### src/rtl/dbell_pkg.sv
`timescale 1ns/1ps
package dbell_pkg;

   localparam int WIN_AW   = 12;
   localparam int ID_WORDS = 12;

   typedef enum logic [2:0] {
      RG_NONE,
      RG_STAT,
      RG_SET,
      RG_CLR,
      RG_ID
   } region_e;

   function automatic logic [7:0] id_byte(input logic [3:0] idx);
      case (idx)
         4'd0:    id_byte = 8'h04;
         4'd4:    id_byte = 8'h56;
         4'd5:    id_byte = 8'hB8;
         4'd6:    id_byte = 8'h0B;
         4'd8:    id_byte = 8'h0D;
         4'd9:    id_byte = 8'hF0;
         4'd10:   id_byte = 8'h05;
         4'd11:   id_byte = 8'hB1;
         default: id_byte = 8'h00;
      endcase
   endfunction

endpackage

### src/rtl/dbell_decode.sv
`timescale 1ns/1ps
module dbell_decode
   import dbell_pkg::*;
#(
   parameter int NUM_CORES = 2
) (
   input  logic [WIN_AW-1:0]    addr,
   output region_e              region,
   output logic [NUM_CORES-1:0] core_hit,
   output logic [3:0]           id_idx
);

   logic aligned;
   logic in_id;
   logic any_core;

   assign aligned = (addr[1:0] == 2'b00);
   assign in_id   = addr[11:4] >= 8'hFD;

   genvar c;
   generate
      for (c = 0; c < NUM_CORES; c++) begin : g_hit
         assign core_hit[c] = (addr[11:4] == 8'(c));
      end
   endgenerate

   assign any_core = |core_hit;

   // index 0 at 0xFD0: group from addr[5:4] (D->0, E->1, F->2), word from addr[3:2]
   assign id_idx = {addr[5:4] - 2'd1, addr[3:2]};

   always_comb begin
      region = RG_NONE;
      if (aligned) begin
         if (in_id) begin
            region = RG_ID;
         end else if (any_core) begin
            case (addr[3:2])
               2'd0:    region = RG_STAT;
               2'd1:    region = RG_SET;
               2'd2:    region = RG_CLR;
               default: region = RG_NONE;
            endcase
         end
      end
   end

endmodule

### src/rtl/dbell_pend_reg.sv
`timescale 1ns/1ps
module dbell_pend_reg #(
   parameter int PEND_W = 4
) (
   input  logic              clk,
   input  logic              rst_n,
   input  logic              set_en,
   input  logic              clr_en,
   input  logic [PEND_W-1:0] bits,
   output logic [PEND_W-1:0] pend,
   output logic              irq
);

   logic [PEND_W-1:0] pend_q;
   logic [PEND_W-1:0] pend_d;

   always_comb begin
      pend_d = pend_q;
      if (set_en) pend_d = pend_q | bits;
      if (clr_en) pend_d = pend_q & ~bits;
   end

   always_ff @(posedge clk) begin
      if (!rst_n) pend_q <= '0;
      else        pend_q <= pend_d;
   end

   assign pend = pend_q;
   assign irq  = |pend_q;

endmodule

### src/rtl/dbell_id_rom.sv
`timescale 1ns/1ps
module dbell_id_rom
   import dbell_pkg::*;
#(
   parameter int DATA_W = 32
) (
   input  logic [3:0]        idx,
   output logic [DATA_W-1:0] word
);

   assign word = {{(DATA_W-8){1'b0}}, id_byte(idx)};

endmodule

### src/rtl/dbell_unit.sv
`timescale 1ns/1ps
module dbell_unit
   import dbell_pkg::*;
#(
   parameter int NUM_CORES = 2,
   parameter int PEND_W    = 4,
   parameter int DATA_W    = 32
) (
   input  logic                  pclk,
   input  logic                  presetn,
   input  logic                  psel,
   input  logic                  penable,
   input  logic                  pwrite,
   input  logic [WIN_AW-1:0]     paddr,
   input  logic [DATA_W-1:0]     pwdata,
   input  logic [DATA_W/8-1:0]   pstrb,
   output logic [DATA_W-1:0]     prdata,
   output logic                  pready,
   output logic                  pslverr,
   output logic [NUM_CORES-1:0]  irq_o
);

   localparam int STRB_W    = DATA_W / 8;
   localparam int CORE_SPAN = NUM_CORES * 16;

   generate
      if (PEND_W < 1 || PEND_W > 8) begin : g_bad_pend
         $error("dbell_unit: PEND_W must lie in 1..8");
      end
      if (DATA_W != 32) begin : g_bad_data
         $error("dbell_unit: DATA_W must be 32");
      end
      if (NUM_CORES < 1 || CORE_SPAN > 'hFD0) begin : g_bad_cores
         $error("dbell_unit: NUM_CORES overlaps the identification words");
      end
   endgenerate

   region_e                         region;
   logic [NUM_CORES-1:0]            core_hit;
   logic [3:0]                      id_idx;
   logic [DATA_W-1:0]               id_word;
   logic [NUM_CORES-1:0][PEND_W-1:0] pend_all;
   logic [PEND_W-1:0]               stat_sel;
   logic                            acc;
   logic                            full_strb;
   logic                            wr_ok;
   logic                            illegal;
   logic                            unused_hi;

   assign unused_hi = ^pwdata[DATA_W-1:PEND_W];

   dbell_decode #(.NUM_CORES(NUM_CORES)) u_dec (
      .addr     (paddr),
      .region   (region),
      .core_hit (core_hit),
      .id_idx   (id_idx)
   );

   dbell_id_rom #(.DATA_W(DATA_W)) u_id (
      .idx  (id_idx),
      .word (id_word)
   );

   assign acc       = psel & penable;
   assign full_strb = (pstrb == {STRB_W{1'b1}});
   assign wr_ok     = acc & pwrite & full_strb;

   genvar c;
   generate
      for (c = 0; c < NUM_CORES; c++) begin : g_core
         logic set_en;
         logic clr_en;
         assign set_en = wr_ok & core_hit[c] & (region == RG_SET);
         assign clr_en = wr_ok & core_hit[c] & (region == RG_CLR);
         dbell_pend_reg #(.PEND_W(PEND_W)) u_pend (
            .clk    (pclk),
            .rst_n  (presetn),
            .set_en (set_en),
            .clr_en (clr_en),
            .bits   (pwdata[PEND_W-1:0]),
            .pend   (pend_all[c]),
            .irq    (irq_o[c])
         );
      end
   endgenerate

   always_comb begin
      stat_sel = '0;
      for (int k = 0; k < NUM_CORES; k++) begin
         if (core_hit[k]) stat_sel = stat_sel | pend_all[k];
      end
   end

   always_comb begin
      prdata = '0;
      if (acc && !pwrite) begin
         case (region)
            RG_STAT: prdata = {{(DATA_W-PEND_W){1'b0}}, stat_sel};
            RG_ID:   prdata = id_word;
            default: prdata = '0;
         endcase
      end
   end

   always_comb begin
      case (region)
         RG_STAT, RG_ID: illegal = pwrite;
         RG_SET, RG_CLR: illegal = !pwrite || !full_strb;
         default:        illegal = 1'b1;
      endcase
   end

   assign pslverr = acc & illegal;
   assign pready  = 1'b1;

endmodule

### config.mk
export PLATFORM = sky130hd
export DESIGN_NAME = dbell_unit
export DESIGN_NICKNAME = d
export VERILOG_FILES = /design/src/rtl/dbell_pkg.sv /design/src/rtl/dbell_decode.sv /design/src/rtl/dbell_pend_reg.sv /design/src/rtl/dbell_id_rom.sv /design/src/rtl/dbell_unit.sv
export SDC_FILE = /design/constraint.sdc
export NUM_CORES = 1
export LEC_CHECK = 0
export ABC_AREA = 0
export CORE_MARGIN = 8
export CORE_UTILIZATION = 38
export DETAILED_ROUTE_END_ITERATION = 8
export GPL_TIMING_DRIVEN = 0
export PLACE_DENSITY = 0.87
export SETUP_SLACK_MARGIN = 0.5
export SLEW_MARGIN = 25
export SYNTH_ARGS = -nofsm -noshare
export SYNTH_HDL_FRONTEND = slang
export SYNTH_HIERARCHICAL = 1
export SYNTH_SLANG_ARGS = --single-unit
### constraint.sdc
create_clock -name pclk -period 6.7 [get_ports pclk]
set_input_delay 1.34 -clock pclk [delete_from_list [all_inputs] [get_ports pclk]]
set_output_delay 1.34 -clock pclk [all_outputs]
set_load 0.05 [all_outputs]
=== Word-level counts from Yosys, hierarchy flattened ===
Memory sizes are Yosys's and may differ from the RTL's.
Cells that the tools add are included.

* Input port bits: 53
* Word-level logic and storage cells: 56
* Output and inout bits: 36
* Register bits after elaboration: 8
* Memories kept: 1
* ROM bits: 128

* Eq/ne operators: 8
* Bitwise operators: 16
* Muxes and demuxes: 13
* Add/subtract/negate cells: 1
* Reduce and logical (&&, ||, !) cells: 14
* Order comparisons: 1

{| class="wikitable"
|+ Memories
! name !! words !! width !! rd ports !! clocked after memory_dff !! write ports !! line !! text
|-
| (name not given) || 16 || 8 || 1 || 0 || 0 || dbell_pkg.sv:16 || <nowiki>case (idx)</nowiki>
|}

{| class="wikitable"
|+ Operator list
! operator !! count
|-
| $mux 4 || 6
|-
| $pmux 8 s2 || 1
|-
| $or 4x4->4 || 3
|-
| $and 1x1->1 || 10
|-
| $mux 3 || 3
|-
| $and 4x4->4 || 2
|-
| $eq 8x1->1 const B || 1
|-
| $ge 8x8->1 const B || 1
|-
| $logic_not 8->1 || 1
|-
| $mux 8 || 1
|-
| $reduce_or 4->1 || 2
|-
| $eq 3x2->1 const B || 2
|-
| $pmux 2 s3 || 1
|-
| $reduce_or 2->1 || 3
|-
| $eq 4x4->1 const B || 1
|-
| $logic_not 2->1 || 2
|-
| $not 4->4 || 1
|-
| $reduce_bool 2->1 || 2
|-
| $eq 3x1->1 const B || 1
|-
| $eq 3x3->1 const B || 1
|-
| $eq 2x1->1 const B || 1
|-
| $eq 2x2->1 const B || 1
|-
| $logic_not 1->1 || 2
|-
| $pmux 1 s2 || 1
|-
| other kinds (3) || 3
|}

=== Depth between registers and ports, before layout ===
Gate-level depths: netlist of the first run.

* Depth after elaboration: 9
* Mapped depth: 10
* Gate-level depth less buffers: 10

=== By module ===
The synthesis of the first run kept the hierarchy.

{| class="wikitable"
|+ By module, submodules not included
! module !! area each (um^2) !! seq. area each (um^2) !! cells an instance !! instances
|-
| dbell_unit || 455.4 || 0.0 || 62 || 1
|-
| dbell_id_rom || 335.3 || 0.0 || 43 || 1
|-
| dbell_pend_reg || 141.4 || 80.1 || 14 || 2
|-
| dbell_decode || 183.9 || 0.0 || 26 || 1
|}

=== Least setup slack after synthesis of the first run ===
OpenSTA, ideal clock, no wires.

* Path type: input -> output
* Start: input paddr[9]
* End: output pslverr
* Data required time: 5.360 ns
* Cell stages on the path: 6
* Path slack: 1.751 ns
* Data arrival time: 3.609 ns
* Cells stage by stage: or4_4 > nor3_2 > and3_1 > nor2b_1 > o21a_1 > nor3_1

* Longest elaborated chain between the ends: 9
* Elaborated cells between the ends (all ways): 15
* Those cells by class: order compare (1); eq/ne (5); mux (4); bitwise (1); reduce/logical (4)

{| class="wikitable"
|+ Ends and longest elaborated chain
! element !! line !! text
|-
| from (decl) || dbell_unit.sv:14 || <nowiki>input logic [WIN_AW-1:0] paddr,</nowiki>
|-
| parallel branches: the longest is 3 deep, another holds $ge 8x8->1 || n/a ||
|-
| $mux 3 * || dbell_decode.sv:35 || <nowiki>if (in_id) begin</nowiki>
|-
| $mux 3 * || dbell_decode.sv:34 || <nowiki>if (aligned) begin</nowiki>
|-
| net region[0] || dbell_unit.sv:38 || <nowiki>region_e region;</nowiki>
|-
| $eq 3x2->1 (tied with other cells) || dbell_unit.sv:106 || <nowiki>case (region)</nowiki>
|-
| $reduce_or 2->1 || dbell_unit.sv:106 ||
|-
| $pmux 1 s2 * || dbell_unit.sv:106 ||
|-
| $and 1x1->1 * || dbell_unit.sv:113 || <nowiki>assign pslverr = acc & illegal;</nowiki>
|-
| to (decl) || dbell_unit.sv:19 || <nowiki>output logic pslverr,</nowiki>
|}

Mark *: on every way through the listed nets, which the timed path passes.

=== Worst setup path after layout of the first run ===
* Start: input paddr[4]
* End: output prdata[2]

* Elaborated cells between the ends (all ways): 16
* Those cells by class: add/sub (1); order compare (1); eq/ne (3); mux (7); bitwise (1); reduce/logical (2); memory (1)

{| class="wikitable"
|+ RTL lines
! element !! line !! text
|-
| $sub 2x1->2 || dbell_decode.sv:30 || <nowiki>assign id_idx = {addr[5:4] - 2'd1, addr[3:2]};</nowiki>
|-
| net id_idx[2] || dbell_unit.sv:40 || <nowiki>logic [3:0] id_idx;</nowiki>
|-
| $mem_v2 16x8 || n/a ||
|-
| $pmux 8 s2 || dbell_unit.sv:97 || <nowiki>case (region)</nowiki>
|-
| $mux 8 || dbell_unit.sv:96 || <nowiki>if (acc && !pwrite) begin</nowiki>
|-
| to (decl) || dbell_unit.sv:17 || <nowiki>output logic [DATA_W-1:0] prdata,</nowiki>
|}

The timed path passes the listed nets, and every way through them passes these cells.

==> results.py, run 1 <==
metrics = {
    "clock_tree": {
        "clk_latency_ns": 0.25,
        "path_clk_slew_ns": 0.05,
        "cts.path.max_buffers": 2,
        "cts_sinks": 8,
        "ctsRootBufferMaster": "clkbuf_4",
        "cts_tree": "built",
        "cts-buffers-inserted": 3,
        "cts_htree_levels": 1,
        "postCtsSetupBuffers": 0,
        "ctsHoldBuffers": 0,
        "cts_resized": 0,
    },
    "placement": {
        "dp_hpwl_mm": 2.61,
        "gp_congestion": 0.821,
        "numPortBuffers": 35,
        "postPlaceCellArea_mm2": 0.00175,
    },
    "logic_synthesis": {
        "synth_seq_cells": 8,
        "synth-edff-count": 0,
        "synth_top_area_share_pct": 16.7,
        "synth-warning-count": 6,
        "ys_seq_area_share_pct": 12.7,
        "synth.area.top_cells": "buf_4 (17%), and2_2 (13%), dfxtp_1 (13%)",
        "syn_area_mm2": 0.00126,
        "synth-async-reset-ratio_pct": 0,
        "synthFlopType": "dfxtp_1",
        "synth_top_area_cell": "buf_4",
        "synth_area_per_cell_um2": 7.91,
        "synthDistinctLibCells": 32,
        "syn_inst": 159,
    },
    "run_status": {
        "status": "finished clean",
    },
    "global_routing": {
        "grt_pass1_vias": 1130,
        "overflow": 0,
        "grt_usage_pct": 10.4,
        "antenna_found_initial": 0,
        "grt_max_degree": 11,
        "grt_pass1_wl_mm": 4.59,
    },
    "power_and_ir_drop": {
        "leakagePower_nw": 0.835,
        "p_per_area_mw_per_mm2": 75.9,
        "finalPower_mw": 0.135,
        "peakVddDrop_v": 0.0000739,
    },
    "drt": {
        "dr.pass1.iters": 4,
        "wl_per_cell_um": 11.0,
        "wl_mm": 2.92,
        "ant_nets": 0,
        "via_count": 1196,
        "drcViolationCount": 0,
        "drt_iter0_drc": 29,
        "via_per_inst": 4.50,
    },
    "layout": {
        "layout.nets": 284,
        "area_growth_pct": 41.1,
        "mostFrequentLayoutCell": "clkdlybuf4s50_1",
        "final_area_mm2": 0.00177,
        "num-fill-cells": 340,
        "antenna_cells": 0,
        "layout_common_cells": "clkdlybuf4s50_1 (35), buf_4 (28), conb_1 (25)",
        "drive_gt1_share_pct": 27.7,
    },
    "die": {
        "die_w_um": 73.5,
        "start_util_pct": 38.6,
        "io_pins": 89,
        "core_area_mm2": 0.00326,
        "rows": 21,
        "dieArea_mm2": 0.00541,
        "die_h_um": 73.5,
    },
    "critical_path": {
        "cp-start-kind": "primary input",
        "crit_fanout": 5,
        "slowest_stage": "clkdlybuf4s50_1",
        "cpLargestDelayFamily": "buffers and inverters",
        "crit_chain": "clkdlybuf4s50_1 > inv_1 > ha_1 > nand2b_1 > nand3_1 > nor4_1 > nor2b_1 > a22oi_1 > nor2_1 > clkdlybuf4s50_1",
        "path_class": "primary input to primary output",
        "end_kind": "primary output",
        "path_common_cell": "clkdlybuf4s50_1",
        "worst-path-buf-inv": 3,
        "critical-path-max-stage-delay_ns": 0.83,
        "cp.arrival_ns": 4.35,
        "required_ns": 5.36,
    },
    "sta": {
        "finalCriticalPeriod_ns": 5.69,
        "maxSlewViolCount": 0,
        "setup_viol": 0,
        "fin_crit_sh_pct": 84.9,
        "rsz0062_at_grt": "no",
        "clock-skew-final_ns": 0,
        "relSlewSlack_pct": 56.3,
        "setup_tns_ns": 0,
        "holdWs_ns": 0.528,
        "finalHoldViolCount": 0,
        "tightest_slew_ns": 0.650,
        "max_freq_ghz": 0.176,
    },
    "run": {
        "maxCapViolations": 0,
    },
    "hold_path": {
        "hp-class": "flop to flop",
    },
}
## cell families (layout without fill, tap and decap cells)
kind of cell | count (synthesis) | count (layout) | synth area share (%)
other | 2 | 25 | 0.597
adders and majority gates | 9 | 9 | 8.96
DFF | 8 | 8 | 12.7
AOI/OAI and AO/OA | 32 | 32 | 18.3
and+or+nand+nor | 68 | 68 | 37.9
buffers and inverters | 40 | 78 | 21.5
## tightest hold or removal path: cells and delay by family, from the launching register on
kind	cells	cell delay (ns)
DFF	1	0.32
AOI/OAI and AO/OA	2	0.16
## synth_stat cells (2+ instances only)
master and instances:
a22o_1 8, inv_1 10, conb_1 2, nand4_1 2, a211oi_1 8, nor2b_1 3, ha_1 9, and2_2 22
a21oi_1 8, nor3_1 3, dfxtp_1 8, nand2_1 2, buf_4 28, and2_1 8, nand2b_1 2, a22oi_1 4
buf_6 2, and3_1 4, and4b_1 2, o21a_1 2, or4_1 2, nor2_1 10
## power breakdown
group	internal (mW)	switching [mW]	total, mW
Combinational	0.0306	0.0202	0.0509
Clock	0.0204	0.0157	0.0362
Sequential	0.0476	0.00000000145	0.0476
## worst paths after layout
path / startpoint / endpoint / slack (ns) / cells after the start
max: paddr[4] / prdata[2] / 1.01 / 10
min: flop / flop / 0.53 / 2
max reg2reg: flop / flop / 6.01 / 2
min reg2reg: flop / flop / 0.53 / 2
## layer usage
| metal | routed length [um] | GRT usage [%] | up-vias | share of wire, % |
|---|---|---|---|---|
| met3 | 257 | 3.68 | 2 | 8.8 |
| met4 | 17 | 2.66 | 0 | 0.58 |
| met1 | 1300 | 11.1 | 522 | 44 |
| li1 | - | - | 622 | - |
| met5 | 0 | 0 | - | 0 |
| met2 | 1350 | 18.8 | 50 | 46 |
## final cells by class
class | instances | area (um2) | share of cell area, %
repair buffers | 35 | 350 | 19.7
flip-flops and latches | 8 | 160 | 9.03
clock buffers | 3 | 22.5 | 1.27
plain buffers | 30 | 233 | 13.1
well taps | 46 | 57.6 | 3.24
inverters | 10 | 37.5 | 2.12
multi-input cells | 134 | 913 | 51.5
## per-stage QoR
step	std cells	utilization, %	setup slack, ns
global placement	263	53.8	1.05
detailed placement	263	53.8	1.02
CTS	266	54.5	1.01
finish	266	54.5	1.01
floorplan	182	-	1.75
global route	266	54.5	0.759
Note: power is estimated with default switching activity, not from simulation.
==> inputs of run 2 (changes only) <==
CORE_UTILIZATION = 32   (was 38)
PLACE_DENSITY = 0.78   (was 0.87)
clock period = 4.8 ns   (was 6.7 ns; I/O delays follow)
==> results.py, run 2 (synthesis results as in run 1) <==
metrics = {
    "layout": {
        "final_area_mm2": 0.00180,
        "layout_common_cells": "buf_4 (29), clkdlybuf4s50_1 (26), conb_1 (25)",
        "drive_gt1_share_pct": 33.9,
        "antenna_cells": 0,
        "layout.nets": 285,
        "area_growth_pct": 43.4,
        "mostFrequentLayoutCell": "buf_4",
    },
    "critical_path": {
        "crit_chain": "clkdlybuf4s50_1 > or4_4 > nor3_2 > and3_2 > nor2b_2 > o21a_1 > nor3_1 > clkdlybuf4s15_2",
        "cp-start-kind": "primary input",
        "path_class": "primary input to primary output",
        "critical-path-max-stage-delay_ns": 0.53,
        "crit_fanout": 5,
        "cp.arrival_ns": 3.22,
        "slowest_stage": "or4_4",
        "end_kind": "primary output",
        "required_ns": 3.84,
    },
    "die": {
        "io_pins": 89,
        "dieArea_mm2": 0.00619,
        "start_util_pct": 33.8,
        "rows": 22,
        "die_h_um": 78.7,
        "core_area_mm2": 0.00372,
        "die_w_um": 78.7,
    },
    "drt": {
        "drt_iter0_drc": 22,
        "wl_mm": 2.86,
        "wl_per_cell_um": 10.6,
        "dr.pass1.iters": 4,
        "via_count": 1167,
        "via_per_inst": 4.34,
        "ant_nets": 0,
        "drcViolationCount": 0,
    },
    "power_and_ir_drop": {
        "leakagePower_nw": 0.863,
        "finalPower_mw": 0.215,
        "peakVddDrop_v": 0.000119,
        "p_per_area_mw_per_mm2": 119,
    },
    "placement": {
        "dp_hpwl_mm": 2.58,
        "postPlaceCellArea_mm2": 0.00175,
        "numPortBuffers": 35,
        "gp_congestion": 0.812,
        "pre_cts_ws_ns": -0.156,
    },
    "clock_tree": {
        "cts_sinks": 8,
        "clk_latency_ns": 0.22,
        "ctsHoldBuffers": 0,
        "cts.path.max_buffers": 2,
        "cts_tree": "built",
        "cts-buffers-inserted": 3,
        "ctsRootBufferMaster": "clkbuf_8",
        "path_clk_slew_ns": 0.04,
        "cts_htree_levels": 1,
    },
    "sta": {
        "relSlewSlack_pct": 65.9,
        "max_freq_ghz": 0.240,
        "fin_ws_ns": 0.625,
        "clock-skew-final_ns": 0,
        "fin_crit_sh_pct": 87.0,
        "tightest_slew_ns": 0.509,
        "maxSlewViolCount": 0,
        "setup_viol": 0,
        "finalHoldViolCount": 0,
        "rsz0062_at_grt": "no",
        "holdWs_ns": 0.526,
        "finalCriticalPeriod_ns": 4.18,
        "setup_tns_ns": 0,
    },
    "global_routing": {
        "grt_pass1_wl_mm": 4.69,
        "grt_usage_pct": 8.89,
        "antenna_found_initial": 0,
        "overflow": 0,
        "grt_max_degree": 11,
        "grt_pass1_vias": 1115,
    },
    "run_status": {
        "status": "finished clean",
    },
    "run": {
        "maxCapViolations": 0,
    },
    "hold_path": {
        "hp-class": "flop to flop",
    },
}
run 2: changes by cell type in the layout (fill, tap and decap cells not counted), sizes merged:
cell | previous run | this run
clkdlybuf4s18 | 0 | 1
clkdlybuf4s50 | 35 | 26
buf | 30 | 35
clkdlybuf4s15 | 0 | 3
clkbuf | 3 | 4
run 2: per-stage QoR:
stage          utilization, %  cells
2_1_floorplan               -    182
3_3_place_gp             47.2    265
3_5_place_dp             47.2    265
4_1_cts                  49.1    269
5_1_grt                  48.5    269
6_report                 48.5    269
run 2: layer usage:
layer,up-vias,GRT usage (%),routed length [um]
met1,490,10.1,1220
li1,624,-,-
met5,-,0,0
met4,0,1.67,16
met3,2,3.87,307
met2,51,15.2,1320
run 2: timing repair:
action | 4_1_cts | 5_1_grt
pin swaps | 0 | 0
endpoints found under the hold margin | 0 | 0
buffers inserted | 1 | 0
resized for setup | 32 | 10
endpoints found under the setup margin | 9 | 9
cloned | 0 | 0
run 2: where the power goes:
part | total, mW | switching, mW | internal, mW
clock | 0.0765 | 0.0226 | 0.0540
combinational | 0.0720 | 0.0290 | 0.0429
sequential | 0.0668 | 0.00000000190 | 0.0668
total | 0.215 | 0.0516 | 0.164
run 2: worst max-delay path, delay by kind of cell:
kind | cells | cell delay [ns]
simple gates | 5 | 1.23
compound gates | 1 | 0.18
buf+inv | 2 | 0.81
run 2: path summary, 6_finish.rpt:
check / cells after the start / endpoint / slack [ns] / startpoint
min: 2 / flop / 0.53 / flop
min reg2reg: 2 / flop / 0.53 / flop
max: 8 / pslverr / 0.62 / paddr[9]
max reg2reg: 2 / flop / 4.12 / flop
run 2: layout make-up:
cell class	count	area (um2)
Fill cell	382	1910
Multi-Input combinational cell	134	935
Timing Repair Buffer	36	337
Buffer	30	233
Sequential cell	8	160
Tap cell	48	60.1
Clock buffer	3	41.3
Inverter	10	37.5
==> inputs of run 3 (changes only) <==
PLACE_DENSITY = not set   (was 0.78)
PLACE_DENSITY_LB_ADDON = 0.2   (was not set)
==> results.py, run 3 (synthesis results as in run 1) <==
metrics = {
    "layout": {
        "mostFrequentLayoutCell": "buf_4",
        "antenna_cells": 0,
        "area_growth_pct": 42.3,
        "layout_common_cells": "buf_4 (29), clkdlybuf4s50_1 (26), conb_1 (25)",
        "final_area_mm2": 0.00179,
        "layout.nets": 285,
        "drive_gt1_share_pct": 33.9,
    },
    "sta": {
        "setup_tns_ns": 0,
        "setup_viol": 0,
        "relSlewSlack_pct": 66.5,
        "holdWs_ns": 0.527,
        "fin_ws_ns": 0.595,
        "rsz0062_at_grt": "yes",
        "max_freq_ghz": 0.238,
        "maxSlewViolCount": 0,
        "finalCriticalPeriod_ns": 4.20,
        "finalHoldViolCount": 0,
        "fin_crit_sh_pct": 87.6,
        "clock-skew-final_ns": 0,
        "tightest_slew_ns": 0.501,
    },
    "placement": {
        "postPlaceCellArea_mm2": 0.00175,
        "gp_congestion": 0.789,
        "numPortBuffers": 35,
        "dp_hpwl_mm": 2.59,
        "pre_cts_ws_ns": -0.274,
    },
    "drt": {
        "drt_iter0_drc": 59,
        "dr.pass1.iters": 4,
        "wl_mm": 2.97,
        "ant_nets": 0,
        "via_count": 1154,
        "wl_per_cell_um": 11.0,
        "drcViolationCount": 0,
        "via_per_inst": 4.29,
    },
    "run": {
        "maxCapViolations": 0,
    },
    "die": {
        "die_w_um": 78.7,
        "core_area_mm2": 0.00372,
        "start_util_pct": 33.8,
        "rows": 22,
        "dieArea_mm2": 0.00619,
        "io_pins": 89,
        "die_h_um": 78.7,
    },
    "power_and_ir_drop": {
        "p_per_area_mw_per_mm2": 122,
        "combPwrFrac_pct": 32.8,
        "pwr-share-clk_pct": 36.5,
        "internal_power_mw": 0.163,
        "p_sw_mw": 0.0541,
        "leakagePower_nw": 0.865,
        "switching_share_pct": 24.8,
        "p_seq_share_pct": 30.7,
        "peakVddDrop_v": 0.0000733,
    },
    "critical_path": {
        "crit_fanout": 5,
        "critPathCapture": "prdata[2]",
        "path_class": "primary input to primary output",
        "critical-path-max-stage-delay_ns": 0.48,
        "critPathLaunch": "paddr[4]",
        "cp.arrival_ns": 3.24,
        "reg2reg_slack_ns": 4.11,
        "reg2reg_depth": 2,
        "cp-start-kind": "primary input",
        "required_ns": 3.84,
        "end_kind": "primary output",
        "slowest_stage": "clkdlybuf4s50_1",
        "crit_chain": "clkdlybuf4s50_1 > inv_1 > ha_1 > nand2b_1 > nand3_1 > nor4_4 > nor2b_2 > a22oi_1 > nor2_1 > clkdlybuf4s18_2",
    },
    "clock_tree": {
        "cts_sinks": 8,
        "cts-buffers-inserted": 3,
        "path_clk_slew_ns": 0.04,
        "ctsHoldBuffers": 0,
        "ctsRootBufferMaster": "clkbuf_8",
        "cts.path.max_buffers": 2,
        "cts_tree": "built",
        "clk_latency_ns": 0.22,
        "cts_htree_levels": 1,
    },
    "global_routing": {
        "antenna_found_initial": 0,
        "overflow": 0,
        "grt_usage_pct": 9.55,
        "grt_max_degree": 11,
        "grt_pass1_wl_mm": 4.94,
        "grt_pass1_vias": 1087,
    },
    "run_status": {
        "status": "finished clean",
    },
    "hold_path": {
        "hp-class": "flop to flop",
    },
}
## run 3: layout make-up
cell class	instances	area, um2
sequential	8	160
tap	48	60.1
fill	369	1930
clock buffer	3	41.3
buffer	30	233
multi-input combinational	134	940
timing repair buffer	36	318
inverter	10	37.5
## run 3: timing repair
action / CTS / global route
pin swaps: 0 / 1
resized for setup: 30 / 13
setup buffers: 1 / 0
setup endpoints to repair: 9 / 9
## run 3: stage by stage
step	instances	power, mW	utilization (%)
after floorplan	182	0.109	-
after global placement	265	0.138	47.2
after detailed placement	265	0.138	47.2
after CTS	269	0.220	49.2
after global routing	269	0.231	48.1
final	269	0.218	48.1
## run 3: critical path: cells and delay by family
family | cells | cell delay [ns]
and+or+nand+nor | 5 | 1.00
buffers and inverters | 3 | 0.94
adders and majority gates | 1 | 0.22
AOI/OAI and AO/OA | 1 | 0.13
## run 3: power groups by stage
stage | logic [mW] | clock network [mW] | registers (mW)
2_1_floorplan | 0.0416 | 0 | 0.0679
3_3_place_gp | 0.0699 | 0 | 0.0679
3_5_place_dp | 0.0701 | 0 | 0.0679
4_1_cts | 0.0712 | 0.0816 | 0.0668
5_1_grt | 0.0780 | 0.0864 | 0.0667
6_report | 0.0715 | 0.0793 | 0.0668
## run 3: how the worst min path moves through the flow
stage	startpoint	end	slack (ns)	depth (start not counted)
2_1_floorplan	flop	flop	0.49	2
3_5_place_dp	flop	flop	0.52	2
4_1_cts	flop	flop	0.53	2
5_1_grt	flop	flop	0.56	2
3_3_place_gp	flop	flop	0.52	2
6_report	flop	flop	0.53	2
## run 3: routing by layer
layer	track usage [%]	part of all wire (%)	vias to the layer above	wire length (um)
met4	2.78	1.2	0	36
met5	0	0	-	0
li1	-	-	628	-
met2	15.2	41	50	1230
met1	11.2	47	472	1390
met3	4.44	10	4	309
